### config.mk
export PLATFORM = sky130hd
export DESIGN_NAME = dwin_pattern_check
export DESIGN_NICKNAME = d
export VERILOG_FILES = /design/src/rtl/dwin_pkg.sv /design/src/rtl/dwin_region_walk.sv /design/src/rtl/dwin_word_walk.sv /design/src/rtl/dwin_pattern.sv /design/src/rtl/dwin_pattern_check.sv
export SDC_FILE = /design/constraint.sdc
export NUM_CORES = 1
export LEC_CHECK = 0
export BUFFER_PORTS_ARGS = -buffer_cell sky130_fd_sc_hd__buf_4
export CORE_MARGIN = 2
export CORE_UTILIZATION = 35
export DETAILED_ROUTE_END_ITERATION = 8
export PLACE_DENSITY_LB_ADDON = 0.3
export SLEW_MARGIN = 20
export SYNTH_ARGS = -nofsm -noshare
export SYNTH_HDL_FRONTEND = slang
export SYNTH_HIERARCHICAL = 1
export SYNTH_SLANG_ARGS = --single-unit
### constraint.sdc
create_clock -name clk -period 11.2 [get_ports clk]
set_input_delay 3.36 -clock clk [delete_from_list [all_inputs] [get_ports clk]]
set_output_delay 3.36 -clock clk [all_outputs]
set_load 0.01 [all_outputs]
### src/rtl/dwin_pkg.sv
// Package: shared state encoding for the delay-window pattern checker.
// Assumes nothing beyond being compiled before the modules that import it.
package dwin_pkg;

    typedef enum logic [3:0] {
        ST_IDLE,    // waiting for start
        ST_TEST,    // decide whether the current region is tested
        ST_SAFE,    // load the safe delay
        ST_FILL,    // write the fill word over the region
        ST_PAT,     // write the address-derived pattern
        ST_CAND,    // load the candidate delay
        ST_RDREQ,   // issue one read
        ST_RDWAIT,  // wait for its data and compare
        ST_NEXT,    // step to the next region
        ST_DONE     // one-cycle completion
    } dwin_state_e;

endpackage

### src/rtl/dwin_region_walk.sv
// Region walker: holds the current region base, the latched memory size and
// the step (one sixty-fourth of the size). It reports whether the current base
// still leaves a whole region below the end of memory.
// Assumes load and advance are never high in the same cycle.
module dwin_region_walk #(
    parameter int AW           = 32,
    parameter int REGION_BYTES = 4096
) (
    input  logic          clk,
    input  logic          rst_n,
    input  logic          load,
    input  logic          advance,
    input  logic [AW-1:0] mem_size,
    output logic [AW-1:0] base,
    output logic          in_range
);
    localparam int        EW      = AW + 1;
    localparam logic [EW-1:0] REGION_E = EW'(REGION_BYTES);

    logic [AW-1:0] size_q;
    logic [AW-1:0] step_q;
    logic          exhausted;

    // Latch the size and step on load; move the base on advance.
    always_ff @(posedge clk) begin
        if (!rst_n) begin
            base      <= '0;
            size_q    <= '0;
            step_q    <= '0;
            exhausted <= 1'b0;
        end else if (load) begin
            base      <= '0;
            size_q    <= mem_size;
            step_q    <= mem_size >> 6;
            exhausted <= 1'b0;
        end else if (advance) begin
            if (step_q == '0) exhausted <= 1'b1;
            else              base      <= base + step_q;
        end
    end

    // A region is tested while base + region size stays below the size.
    always_comb begin
        in_range = !exhausted && (({1'b0, base} + REGION_E) < {1'b0, size_q});
    end

endmodule

### src/rtl/dwin_word_walk.sv
// Word walker: index of the current word inside a region. It wraps to zero
// after the last word, so every pass over a region starts at index zero.
// Assumes clear and inc are never high in the same cycle.
module dwin_word_walk #(
    parameter int WORDS = 1024,
    localparam int IW   = (WORDS > 1) ? $clog2(WORDS) : 1
) (
    input  logic          clk,
    input  logic          rst_n,
    input  logic          clear,
    input  logic          inc,
    output logic [IW-1:0] idx,
    output logic          last
);
    localparam logic [IW-1:0] LAST_IDX = IW'(WORDS - 1);

    // Step the index, wrapping after the last word.
    always_ff @(posedge clk) begin
        if (!rst_n || clear) idx <= '0;
        else if (inc)        idx <= last ? '0 : idx + 1'b1;
    end

    // Flag the final word of the region.
    always_comb last = (idx == LAST_IDX);

endmodule

### src/rtl/dwin_pattern.sv
// Pattern generator: byte address of word idx in the region at base, and the
// expected pattern base + idx + bias. Purely combinational.
// Assumes 32-bit words, so word addresses advance by four bytes.
module dwin_pattern #(
    parameter int AW     = 32,
    parameter int IW     = 10,
    parameter int BIAS_W = 8
) (
    input  logic [AW-1:0]     base,
    input  logic [IW-1:0]     idx,
    input  logic [BIAS_W-1:0] bias,
    output logic [AW-1:0]     word_addr,
    output logic [AW-1:0]     pattern
);
    // Form the address and the pattern word from base, index and bias.
    always_comb begin
        word_addr = base + (AW'(idx) << 2);
        pattern   = base + AW'(idx) + AW'(bias);
    end

endmodule

### src/rtl/dwin_pattern_check.sv
// Top: runs one write/readback test of the memory under a candidate delay.
// Each region: safe delay, fill pass, pattern pass, candidate delay, readback.
// Assumes the memory answers each accepted read with exactly one mem_rvalid,
// in a later cycle, and that the delay register takes a write in one cycle.
module dwin_pattern_check #(
    parameter int          LINE_BYTES = 32,
    parameter int          LINES      = 128,
    parameter int          BIAS_W     = 8,
    parameter logic [31:0] SAFE_DLY   = 32'h0000_7474,
    parameter logic [31:0] FILL_WORD  = 32'h1F1F_1F1F
) (
    input  logic              clk,
    input  logic              rst_n,
    input  logic              start,
    input  logic [31:0]       cand_delay,
    input  logic [31:0]       mem_size,
    input  logic [BIAS_W-1:0] bias,
    output logic              busy,
    output logic              done,
    output logic              error,
    output logic              mem_req,
    output logic              mem_we,
    output logic [31:0]       mem_addr,
    output logic [31:0]       mem_wdata,
    input  logic              mem_ready,
    input  logic              mem_rvalid,
    input  logic [31:0]       mem_rdata,
    output logic              dly_we,
    output logic [31:0]       dly_wdata
);
    import dwin_pkg::*;

    localparam int AW           = 32;
    localparam int REGION_BYTES = LINE_BYTES * LINES;
    localparam int WORDS        = REGION_BYTES / 4;
    localparam int IW           = (WORDS > 1) ? $clog2(WORDS) : 1;

    dwin_state_e       state, state_nx;
    logic [31:0]       cand_q;
    logic [BIAS_W-1:0] bias_q;
    logic              err_q;
    logic [AW-1:0]     base;
    logic              in_range;
    logic [IW-1:0]     idx;
    logic              last;
    logic [AW-1:0]     word_addr;
    logic [AW-1:0]     pattern;
    logic              accept;
    logic              rd_match;
    logic              wd_inc;
    logic              run_load;

    dwin_region_walk #(.AW(AW), .REGION_BYTES(REGION_BYTES)) u_region (
        .clk      (clk),
        .rst_n    (rst_n),
        .load     (run_load),
        .advance  (state == ST_NEXT),
        .mem_size (mem_size),
        .base     (base),
        .in_range (in_range)
    );

    dwin_word_walk #(.WORDS(WORDS)) u_word (
        .clk   (clk),
        .rst_n (rst_n),
        .clear (state == ST_SAFE),
        .inc   (wd_inc),
        .idx   (idx),
        .last  (last)
    );

    dwin_pattern #(.AW(AW), .IW(IW), .BIAS_W(BIAS_W)) u_pat (
        .base      (base),
        .idx       (idx),
        .bias      (bias_q),
        .word_addr (word_addr),
        .pattern   (pattern)
    );

    // Handshake, compare and counter-step terms.
    always_comb begin
        run_load = (state == ST_IDLE) && start;
        accept   = mem_req && mem_ready;
        rd_match = (mem_rdata == pattern);
        wd_inc   = (((state == ST_FILL) || (state == ST_PAT)) && mem_ready)
                 || ((state == ST_RDWAIT) && mem_rvalid && rd_match);
    end

    // Next-state decision for the test sequence.
    always_comb begin
        state_nx = state;
        unique case (state)
            ST_IDLE:   if (start) state_nx = ST_TEST;
            ST_TEST:   state_nx = in_range ? ST_SAFE : ST_DONE;
            ST_SAFE:   state_nx = ST_FILL;
            ST_FILL:   if (mem_ready && last) state_nx = ST_PAT;
            ST_PAT:    if (mem_ready && last) state_nx = ST_CAND;
            ST_CAND:   state_nx = ST_RDREQ;
            ST_RDREQ:  if (mem_ready) state_nx = ST_RDWAIT;
            ST_RDWAIT: if (mem_rvalid) begin
                           if (!rd_match) state_nx = ST_DONE;
                           else if (last) state_nx = ST_NEXT;
                           else           state_nx = ST_RDREQ;
                       end
            ST_NEXT:   state_nx = ST_TEST;
            ST_DONE:   state_nx = ST_IDLE;
            default:   state_nx = ST_IDLE;
        endcase
    end

    // State register plus the values latched at start and the error flag.
    always_ff @(posedge clk) begin
        if (!rst_n) begin
            state  <= ST_IDLE;
            cand_q <= '0;
            bias_q <= '0;
            err_q  <= 1'b0;
        end else begin
            state <= state_nx;
            if (run_load) begin
                cand_q <= cand_delay;
                bias_q <= bias;
                err_q  <= 1'b0;
            end else if ((state == ST_RDWAIT) && mem_rvalid && !rd_match) begin
                err_q <= 1'b1;
            end
        end
    end

    // Port outputs decoded from the state.
    always_comb begin
        busy      = (state != ST_IDLE);
        done      = (state == ST_DONE);
        error     = err_q;
        mem_req   = (state == ST_FILL) || (state == ST_PAT) || (state == ST_RDREQ);
        mem_we    = (state == ST_FILL) || (state == ST_PAT);
        mem_addr  = word_addr;
        mem_wdata = (state == ST_FILL) ? FILL_WORD :
                    (state == ST_PAT)  ? pattern   : '0;
        dly_we    = (state == ST_SAFE) || (state == ST_CAND);
        dly_wdata = (state == ST_SAFE) ? SAFE_DLY : cand_q;
    end

    // Tracks a read accepted on the port and not yet answered.
    logic rd_pend;
    always_ff @(posedge clk) begin
        if (!rst_n)                   rd_pend <= 1'b0;
        else if (accept && !mem_we)   rd_pend <= 1'b1;
        else if (mem_rvalid)          rd_pend <= 1'b0;
    end

    assert_busy_after_start_R2: assert property (@(posedge clk) disable iff (!rst_n)
        (!busy && start) |=> busy);

    assert_single_read_R7: assert property (@(posedge clk) disable iff (!rst_n)
        rd_pend |-> !mem_req);

    assert_quiet_at_done_R8: assert property (@(posedge clk) disable iff (!rst_n)
        done |-> (!mem_req && !dly_we));

    assert_done_pulse_R9: assert property (@(posedge clk) disable iff (!rst_n)
        done |=> !done);

    assert_req_hold_R11: assert property (@(posedge clk) disable iff (!rst_n)
        (mem_req && !mem_ready) |=> (mem_req && $stable(mem_addr)
                                     && $stable(mem_wdata) && $stable(mem_we)));

endmodule

==> metrics <==
most frequent cell after synthesis=nand2_1; CTS tree=yes; wire length on met3=1.888 mm; RSZ-0062 raised after global routing=false; WHS Path Cells=2; WL met1=15.56 mm; clk slew on worst S/H paths=0.07 ns; Critical Path Sink Type=primary output; CTS-repair resized insts=0; Reg area=2402 sq um; Gate Count Post-Synth=1,270; number of enable flip-flop cells after synthesis=0; Worst-Skew Late Latency=0.43 ns; Startpoint Class=register; Clock Tree Root=clkbuf_16; dominant cell type by area after synthesis=dfxtp_1; Primary FF master, synth=dfxtp_1; final hold violation count=0; fmax=0.1441 GHz; Setup Fix Bufs, Post-CTS=0; hold buffer count at CTS=0; Final ANT Viol Nets=0; CP Class=register to primary output; top cell type's share of synthesized area=23.83%; gpl congestion=0.9622; synth-to-layout area growth=24.50%; Syn Nets=1,472; nets@finish=1,656; number of max-cap violations=0; clk sinks=120; P per Cell Area=142.9 nW/um^2; Die Span X=173.7 um; synth unique cells=84; via/cell ratio=5.339; H-tree depth=4; # fillers=2,916; DR top layer=met5; Antenna Cells=0; drt drc=0; DR WL met2=15.96 mm; worst reg2reg path depth=16; I/O pins=211; total congestion overflow=0; Post-Route WL=34.05 mm; register area share after synthesis=23.83%; synth top area cells=dfxtp_1 (24%), ha_1 (10%), nand2_1 (7.5%); CP arrival=3.58 ns; synthesized flop and latch total=120; Core ar.=28,550 sq um; IR drop worst, VDD=0.07153 mV; largest net degree at the start of global routing=81; Die Y-Extent=173.7 um; global-route wire length before repair=53.30 mm; clock period minus worst slack=6.938 ns; post-synthesis async set-or-reset flop share=0%; HP Class=register to register; Longest Clk Path Bufs=2; Worst Skew=0.01180 ns; number of I/O port buffers=210; setup slack after layout=4.262 ns; synth cell count leaders=nand2_1 (202), dfxtp_1 (120), ha_1 (82); Setup WS pre-CTS=4.730 ns; placed wire-length estimate=26.02 mm; Netlist Area Pre-Place=10,080 sq um; drt pass-1 iters=5; endpoints failing setup=0; run status=finished clean; Ys Warns=6; final period utilization=61.94%; CTS Buf Count=17; Avg Cell Area, Syn=7.937 sq um; Crit path required time=7.84 ns; die area=30,170 sq um; Worst Tran Pin Value=1.070 ns; vias in the first global route=9,557; Initial DRC Count=793; Starting Density=35.31%; Final Max Slew Viols=0; via count=9,882; share of cells above drive strength 1=20.11%; # rows=62; relative slew slack=28.26%; leakage power=5.887 nW; wire per inst=18.40 um; Multi-input gate area=7257 sq um; initial antenna violation count=1; Total Neg Setup Slack=0 ns; crit-path max FO=6; GR Util All Layers=22.27%
-- worst max-delay path: stages, from the launching register on --
cell and delay, ns:
dfxtp_1 0.51, fa_1 0.48, ha_1 0.23, fa_1 0.43, a211oi_1 0.31, o21bai_2 0.14, a31o_2 0.28, o21a_1 0.16
nor2_1 0.11, xnor2_1 0.18, nand2_1 0.08, nand2_1 0.08, buf_4 0.17
-- per-layer routing --
layer / vias to the layer above / GRT usage, %
met5: - / 0
met4: 2 / 6.758
met3: 50 / 3.794
met2: 308 / 36.70
met1: 4682 / 29.81
li1: 4840 / -
-- stage by stage --
step	cell area (sq um)	hold slack [ns]	utilization (%)	instances	total power [W]
5_1_grt	12550	0.4648	43.96	1851	0.001904
2_1_floorplan	10080	0.4304	-	1270	0.0009799
4_1_cts	12550	0.4503	43.96	1851	0.001810
3_5_place_dp	11960	0.4407	41.91	1819	0.001241
6_report	12550	0.4487	43.96	1851	0.001793
3_3_place_gp	11960	0.4360	41.91	1819	0.001232
-- layout by cell type (no fill, tap or decap), types with 5 or more instances in the layout --
master,n
o21a_1,5
or4_1,5
nor2_1,60
nor3_1,9
nand3_1,47
dfxtp_1,120
buf_4,219
or2_2,9
inv_1,47
a211oi_1,17
o21ba_2,5
nand4_1,32
o31ai_1,8
fa_1,11
nor2b_1,67
xnor2_1,62
a21boi_0,27
nand2b_1,6
inv_6,6
o21ai_0,29
and2_1,19
a21o_1,33
ha_1,82
o311ai_1,6
mux2i_1,34
or3_1,8
a31oi_1,7
clkbuf_16,17
nor4_1,16
nand2_1,202
a21boi_1,17
and4_1,8
a21oi_1,72
xor2_1,66
and3_1,11
-- flip-flops by register name, indices dropped and copies added, names as in the netlist --
| register | count |
|---|---|
| bias_q | 8 |
| cand_q | 32 |
| error | 1 |
| state | 4 |
| u_region/base | 32 |
| u_region/exhausted | 1 |
| u_region/size_q | 32 |
| u_word/idx | 10 |
-- area by class of cell --
class | count | share of cell area (%)
multi-input cells | 1048 | 57.83
flip-flops and latches | 120 | 19.14
repair buffers | 219 | 13.10
well taps | 384 | 3.829
clock buffers | 17 | 3.390
inverters | 48 | 1.436
clock inverters | 15 | 1.276
-- power breakdown --
group | total, W | internal, W | switching (W)
clock network | 0.000563 | 0.000316 | 0.000247
logic | 0.000667 | 0.000289 | 0.000377
registers | 0.000564 | 0.000488 | 0.0000751
-- cell families (layout without fill, tap and decap cells) --
| logic type | Yosys count | count (layout) | share of synthesized area (%) |
|---|---|---|---|
| compound gates | 268 | 268 | 18.52 |
| xor+xnor | 128 | 128 | 11.12 |
| fa+ha+maj | 93 | 93 | 12.36 |
| buf+inv | 102 | 299 | 4.307 |
| flops | 120 | 120 | 23.83 |
| mux | 34 | 34 | 3.376 |
| simple gates | 525 | 525 | 26.48 |
-- final timing paths --
check	to	start	slack, ns
worst max-delay path	mem_wdata[9]	u_word/idx[1]	4.26
worst min-delay path	cand_q[0]	cand_q[0]	0.45
worst max register to register	u_word/idx[3]	u_region/base[7]	5.90
worst min register to register	cand_q[0]	cand_q[0]	0.45
No activity file was read; power rests on OpenSTA's default activity.
